===== src/rtl/dic_pkg.sv =====
`timescale 1ns/1ps
package dic_pkg;

    typedef enum logic [1:0] {
        CH_IDLE = 2'd0,
        CH_RUN  = 2'd1,
        CH_HELD = 2'd2
    } chan_state_t;

    localparam int NUM_CH = 2;

    localparam logic [1:0] ADDR_CNT_A  = 2'd0;
    localparam logic [1:0] ADDR_CNT_B  = 2'd1;
    localparam logic [1:0] ADDR_STATUS = 2'd2;

    localparam int STS_DONE_A = 0;
    localparam int STS_DONE_B = 1;
    localparam int STS_OVF_A  = 2;
    localparam int STS_OVF_B  = 3;
    localparam int STS_BITS   = 4;

endpackage


===== src/rtl/dic_edge_sync.sv =====
`timescale 1ns/1ps
module dic_edge_sync #(
    parameter int STAGES = 2
) (
    input  logic clk,
    input  logic rst_n,
    input  logic async_in,
    output logic rise_o
);

    logic [STAGES-1:0] chain_q;
    logic              last_q;

    always_ff @(posedge clk or negedge rst_n) begin
        if (!rst_n) begin
            chain_q <= '0;
            last_q  <= 1'b0;
        end else begin
            chain_q <= {chain_q[STAGES-2:0], async_in};
            last_q  <= chain_q[STAGES-1];
        end
    end

    assign rise_o = chain_q[STAGES-1] & ~last_q;

endmodule


===== src/rtl/dic_channel.sv =====
`timescale 1ns/1ps
module dic_channel
    import dic_pkg::*;
#(
    parameter int CNT_W = 8
) (
    input  logic             clk,
    input  logic             rst_n,
    input  logic             clr,
    input  logic             start_rise,
    input  logic             stop_rise,
    output logic [CNT_W-1:0] count_o,
    output logic             done_o,
    output logic             ovf_o
);

    localparam logic [CNT_W-1:0] CNT_MAX    = '1;
    localparam logic [CNT_W-1:0] CNT_ONE    = CNT_W'(1);
    localparam logic [CNT_W-1:0] CNT_PRELIM = CNT_MAX - CNT_ONE;

    chan_state_t      state_q, state_d;
    logic [CNT_W-1:0] count_q;
    logic             done_q;
    logic             ovf_q;

    // next-state decision
    always_comb begin
        state_d = state_q;
        if (clr) begin
            state_d = CH_IDLE;
        end else begin
            unique case (state_q)
                CH_IDLE: if (start_rise) state_d = CH_RUN;
                CH_RUN:  if (stop_rise)  state_d = CH_HELD;
                CH_HELD: state_d = CH_HELD;
                default: state_d = CH_IDLE;
            endcase
        end
    end

    // state register
    always_ff @(posedge clk or negedge rst_n) begin
        if (!rst_n) state_q <= CH_IDLE;
        else        state_q <= state_d;
    end

    // outputs: count, done and overflow
    always_ff @(posedge clk or negedge rst_n) begin
        if (!rst_n) begin
            count_q <= '0;
            done_q  <= 1'b0;
            ovf_q   <= 1'b0;
        end else if (clr) begin
            count_q <= '0;
            done_q  <= 1'b0;
            ovf_q   <= 1'b0;
        end else if (state_q == CH_RUN) begin
            if (count_q != CNT_MAX) begin
                count_q <= count_q + CNT_ONE;
                if (count_q == CNT_PRELIM) ovf_q <= 1'b1;
            end
            if (stop_rise) done_q <= 1'b1;
        end
    end

    assign count_o = count_q;
    assign done_o  = done_q;
    assign ovf_o   = ovf_q;

endmodule


===== src/rtl/dic_read_port.sv =====
`timescale 1ns/1ps
module dic_read_port
    import dic_pkg::*;
#(
    parameter int CNT_W = 8
) (
    input  logic             rd_en,
    input  logic [1:0]       rd_addr,
    input  logic [CNT_W-1:0] cnt_a,
    input  logic [CNT_W-1:0] cnt_b,
    input  logic             done_a,
    input  logic             done_b,
    input  logic             ovf_a,
    input  logic             ovf_b,
    output logic [CNT_W-1:0] rd_data
);

    logic [CNT_W-1:0] status_word;

    always_comb begin
        status_word             = '0;
        status_word[STS_DONE_A] = done_a;
        status_word[STS_DONE_B] = done_b;
        status_word[STS_OVF_A]  = ovf_a;
        status_word[STS_OVF_B]  = ovf_b;
    end

    always_comb begin
        rd_data = '0;
        if (rd_en) begin
            unique case (rd_addr)
                ADDR_CNT_A:  rd_data = cnt_a;
                ADDR_CNT_B:  rd_data = cnt_b;
                ADDR_STATUS: rd_data = status_word;
                default:     rd_data = '0;
            endcase
        end
    end

endmodule


===== src/rtl/dual_interval_counter.sv =====
`timescale 1ns/1ps
module dual_interval_counter
    import dic_pkg::*;
#(
    parameter int CNT_W       = 8,
    parameter int SYNC_STAGES = 2
) (
    input  logic             clk,
    input  logic             rst_n,
    input  logic             meas_start_a,
    input  logic             meas_stop_a,
    input  logic             meas_start_b,
    input  logic             meas_stop_b,
    input  logic             host_clr,
    input  logic             host_rd,
    input  logic [1:0]       host_addr,
    output logic [CNT_W-1:0] host_data
);

    logic [NUM_CH-1:0] start_raw, stop_raw;
    logic [NUM_CH-1:0] start_rise, stop_rise;
    logic [NUM_CH-1:0] done_v, ovf_v;
    logic [CNT_W-1:0]  cnt_v [NUM_CH];

    logic [CNT_W-1:0]  cnt_a, cnt_b;
    logic              done_a, done_b, ovf_a, ovf_b;

    assign start_raw = {meas_start_b, meas_start_a};
    assign stop_raw  = {meas_stop_b,  meas_stop_a};

    for (genvar ch = 0; ch < NUM_CH; ch++) begin : g_ch
        dic_edge_sync #(.STAGES(SYNC_STAGES)) u_sync_start (
            .clk      (clk),
            .rst_n    (rst_n),
            .async_in (start_raw[ch]),
            .rise_o   (start_rise[ch])
        );
        dic_edge_sync #(.STAGES(SYNC_STAGES)) u_sync_stop (
            .clk      (clk),
            .rst_n    (rst_n),
            .async_in (stop_raw[ch]),
            .rise_o   (stop_rise[ch])
        );
        dic_channel #(.CNT_W(CNT_W)) u_chan (
            .clk        (clk),
            .rst_n      (rst_n),
            .clr        (host_clr),
            .start_rise (start_rise[ch]),
            .stop_rise  (stop_rise[ch]),
            .count_o    (cnt_v[ch]),
            .done_o     (done_v[ch]),
            .ovf_o      (ovf_v[ch])
        );
    end

    assign cnt_a  = cnt_v[0];
    assign cnt_b  = cnt_v[1];
    assign done_a = done_v[0];
    assign done_b = done_v[1];
    assign ovf_a  = ovf_v[0];
    assign ovf_b  = ovf_v[1];

    dic_read_port #(.CNT_W(CNT_W)) u_rd (
        .rd_en   (host_rd),
        .rd_addr (host_addr),
        .cnt_a   (cnt_a),
        .cnt_b   (cnt_b),
        .done_a  (done_a),
        .done_b  (done_b),
        .ovf_a   (ovf_a),
        .ovf_b   (ovf_b),
        .rd_data (host_data)
    );

endmodule


===== config.mk =====
export PLATFORM = sky130hd
export DESIGN_NAME = dual_interval_counter
export DESIGN_NICKNAME = d
export VERILOG_FILES = /design/src/rtl/dic_pkg.sv /design/src/rtl/dic_edge_sync.sv /design/src/rtl/dic_channel.sv /design/src/rtl/dic_read_port.sv /design/src/rtl/dual_interval_counter.sv
export SDC_FILE = /design/constraint.sdc
export NUM_CORES = 1
export LEC_CHECK = 0
export ABC_AREA = 1
export BUFFER_PORTS_ARGS = -buffer_cell sky130_fd_sc_hd__buf_2
export CAP_MARGIN = 20
export CORE_MARGIN = 2
export CORE_UTILIZATION = 35
export CTS_BUF_LIST = sky130_fd_sc_hd__clkbuf_4
export DETAILED_ROUTE_END_ITERATION = 10
export GPL_TIMING_DRIVEN = 0
export HOLD_SLACK_MARGIN = 0.02
export PLACE_DENSITY = 0.51
export SLEW_MARGIN = 0
export SYNTH_ARGS = -nofsm -noshare
export SYNTH_HDL_FRONTEND = slang
export SYNTH_HIERARCHICAL = 1
export SYNTH_SLANG_ARGS = --single-unit

===== constraint.sdc =====
create_clock -name clk -period 1.7 [get_ports clk]
set_input_delay 0.17 -clock clk [delete_from_list [all_inputs] [get_ports clk]]
set_output_delay 0.17 -clock clk [all_outputs]
set_load 0.005 [all_outputs]

==> flow_summary.yaml <==
layout:
  finalNetCount: 321
  area_delta_synth_final_pct: 14.9
  drive_above_1_share_pct: 16.6
  fillCellCount: 566
  antennaDiodeCount: 0
die:
  die_h_um: 80.3
  initial_core_util_pct: 36.6
  dieArea_um2: 6450
  ioPinCount: 18
  fp.dieW_um: 80.3
  rows: 27
  core_area_um2: 5570
timing:
  slew_headroom_pct: 45.2
  fin_setup_tns_ns: 0
  clock-skew-final_ns: 0.00987
  fmax_mhz: 695
  drv_slew: 0
  setup_ws_ns: 0.261
  hold_slack_ns: 0.105
  finalSetupViolations: 0
  min_period_over_period_pct: 84.6
  rsz0062_at_grt: "false"
  hold_viol: 0
  period_needed_ns: 1.44
  worst_pin_slew_ns: 0.822
detailed_routing:
  num_vias: 1687
  drtIter0Drc: 83
  drc_errors: 0
  wl_per_cell_um: 11.3
  drt-pass1-iter-count: 4
  wirelength_mm: 4.23
  via_per_inst: 4.51
  ant_nets: 0
synth:
  yosysWarnings: 6
  postSynthAreaPerCell_um2: 7.47
  synth_nets: 293
  synth.distinct_cells: 18
  ys_ff_latch: 36
  yosysSeqAreaShare_pct: 44.2
  netlist_area_um2: 2040
  yosysTopAreaCell: "dfrtp_1"
  yosys-top-cells-area: "dfrtp_1, nand2_1, inv_1, ha_1, nand3_1"
  synth_top_area_share_pct: 44.2
  syn_inst: 273
global_routing:
  grt_overflow_total: 0
  grt_pass1_wl_mm: 7.57
  antenna_found_initial: 0
  grtUsageTotal_pct: 15.2
  grt_pass1_vias: 1638
  grt_max_degree: 37
worst_setup_path:
  critPathCaptureType: "flip-flop"
  cp.required_ns: 1.99
  worst_path_max_delay_cell: "dfrtp_1"
  cp-start-kind: "flip-flop"
  path_delay_family: "flip-flops"
  cp_data_arrival_time_ns: 1.73
  critPathMaxFanout: 6
  slowest_delay_ns: 0.47
  critPathKind: "flip-flop to flip-flop"
  path_buf_inv: 0
  r2r_slack_ns: 0.26
  path_cells: "ha_1, nand2_2, nor2_4, a21oi_1, nand4_1, nand2_1"
cts:
  clkLatencyLatePin_ns: 0.34
  post_cts_buffers: 0
  h-tree-depth: 2
  cts-root-buf: "clkbuf_4"
  cts_buffers: 5
  cts.reportedPaths.clkPinSlew_ns: 0.13
  cts_resized: 0
  clk_path_buf_depth: 2
  cts_tree: "built"
  clock_sinks: 36
worst_hold_path:
  min_path_type: "input port to flip-flop"
placed_design:
  place_ws_ns: 0.275
  dp.final_hpwl_mm: 3.13
  numPortBuffers: 16
  place_congestion: 0.749
pwr:
  leakagePower_nw: 1.15
  p_per_area_nw_per_um2: 1010
  ir_drop_mv: 0.570
flow_run:
  cap_violations: 0
status:
  status: "completed"
cells in the mapped netlist:
| master | number |
|---|---|
| nand4_1 | 8 |
| nor3_1 | 2 |
| o21ai_0 | 6 |
| nor2_2 | 6 |
| nand3_1 | 22 |
| o21ai_1 | 6 |
| dfrtp_1 | 36 |
| inv_2 | 6 |
| nor2_1 | 24 |
| inv_1 | 37 |
| nand2_2 | 4 |
| nand2_1 | 86 |
| nand2_4 | 2 |
| ha_1 | 10 |
| nor2_4 | 4 |
| a21oi_1 | 10 |
| clkinv_4 | 2 |
| buf_2 | 2 |
per-stage QoR:
step / area (um^2) / cells / power [W] / utilization, %
2_1_floorplan: 2040 / 273 / 0.00156 / -
3_3_place_gp: 2210 / 361 / 0.00175 / 39.6
3_5_place_dp: 2210 / 361 / 0.00175 / 39.6
4_1_cts: 2340 / 374 / 0.00242 / 42.0
5_1_grt: 2340 / 374 / 0.00258 / 42.0
6_report: 2340 / 374 / 0.00237 / 42.0
area by class of cell:
class,count,area [um^2],area share [%]
tap,72,90.1,3.85
timing repair buffer,21,130,5.56
clock inverter,3,46.3,1.98
buffer,2,10.0,0.427
multi-input combinational,190,948,40.5
inverter,45,179,7.64
sequential,36,901,38.5
clock buffer,5,37.5,1.60
sequential cells by signal (all words and copies together), names as in the netlist:
signal	count
g_ch.u_chan/state_q	4
g_ch.u_chan/ovf_o	2
g_ch.u_chan/done_o	2
g_ch.u_chan/count_o	16
g_ch.u_sync_stop/chain_q	4
g_ch.u_sync_start/chain_q	4
g_ch.u_sync_start/last_q	2
g_ch.u_sync_stop/last_q	2
per-layer routing:
| metal | global-route usage [%] | wire length, um | vias to the layer above |
|---|---|---|---|
| li1 | - | - | 907 |
| met1 | 21.2 | 2250 | 746 |
| met2 | 23.3 | 1750 | 28 |
| met3 | 3.60 | 181 | 6 |
| met4 | 4.58 | 53 | 0 |
| met5 | 0 | 0 | - |
path summary, 6_finish.rpt:
path	cells after the start	end	from
max in group asynchronous	2	g_ch[1].u_chan/count_o[4]$_DFFE_PN0P_	rst_n
worst min-delay path	2	g_ch[1].u_chan/ovf_o$_DFFE_PN0P_	host_clr
min in group asynchronous	2	g_ch[1].u_sync_start/last_q$_DFF_PN0_	rst_n
worst min register to register	0	g_ch[1].u_sync_stop/chain_q[1]$_DFF_PN0_	g_ch[1].u_sync_stop/chain_q[0]$_DFF_PN0_
worst max register to register	6	g_ch[0].u_chan/count_o[7]$_DFFE_PN0P_	g_ch[0].u_chan/count_o[1]$_DFFE_PN0P_
worst max-delay path	6	g_ch[0].u_chan/count_o[7]$_DFFE_PN0P_	g_ch[0].u_chan/count_o[1]$_DFFE_PN0P_
logic make-up after synthesis:
kind of cell    Yosys count  share of synthesized area [%]
compound gates           22                           5.40
buf+inv                  47                           9.27
simple gates            158                           35.0
fa+ha+maj                10                           6.14
flops                    36                           44.2
report_power, final:
group	internal, W	switching [W]	total [W]
sequential	0.000969	0.000110	0.00108
clock	0.000314	0.000322	0.000636
combinational	0.000231	0.000421	0.000652
cells in the final DEF (no fill, tap or decap):
cell type and n:
a21oi_1 10, buf_2 18, bufinv_16 1, clkbuf_4 5, clkinv_4 2, clkinvlp_4 1
dfrtp_1 36, dlygate4sd3_1 5, ha_1 10, inv_1 37, inv_2 6, inv_6 1
nand2_1 86, nand2_2 4, nand2_4 2, nand3_1 22, nand4_1 8, nor2_1 24
nor2_2 6, nor2_4 4, nor3_1 2, o21ai_0 6, o21ai_1 6
worst reg2reg max path, stage by stage (launching register included):
cell	delay, ns
dfrtp_1	0.47
ha_1	0.24
nand2_2	0.10
nor2_4	0.05
a21oi_1	0.30
nand4_1	0.13
nand2_1	0.09
repair_timing:
action | 4_1_cts | 5_1_grt
hold endpoints to repair | 40 | 0
hold buffers | 5 | 0
endpoints found under the setup margin | 0 | 0
Note: power is estimated with default switching activity, not from simulation.
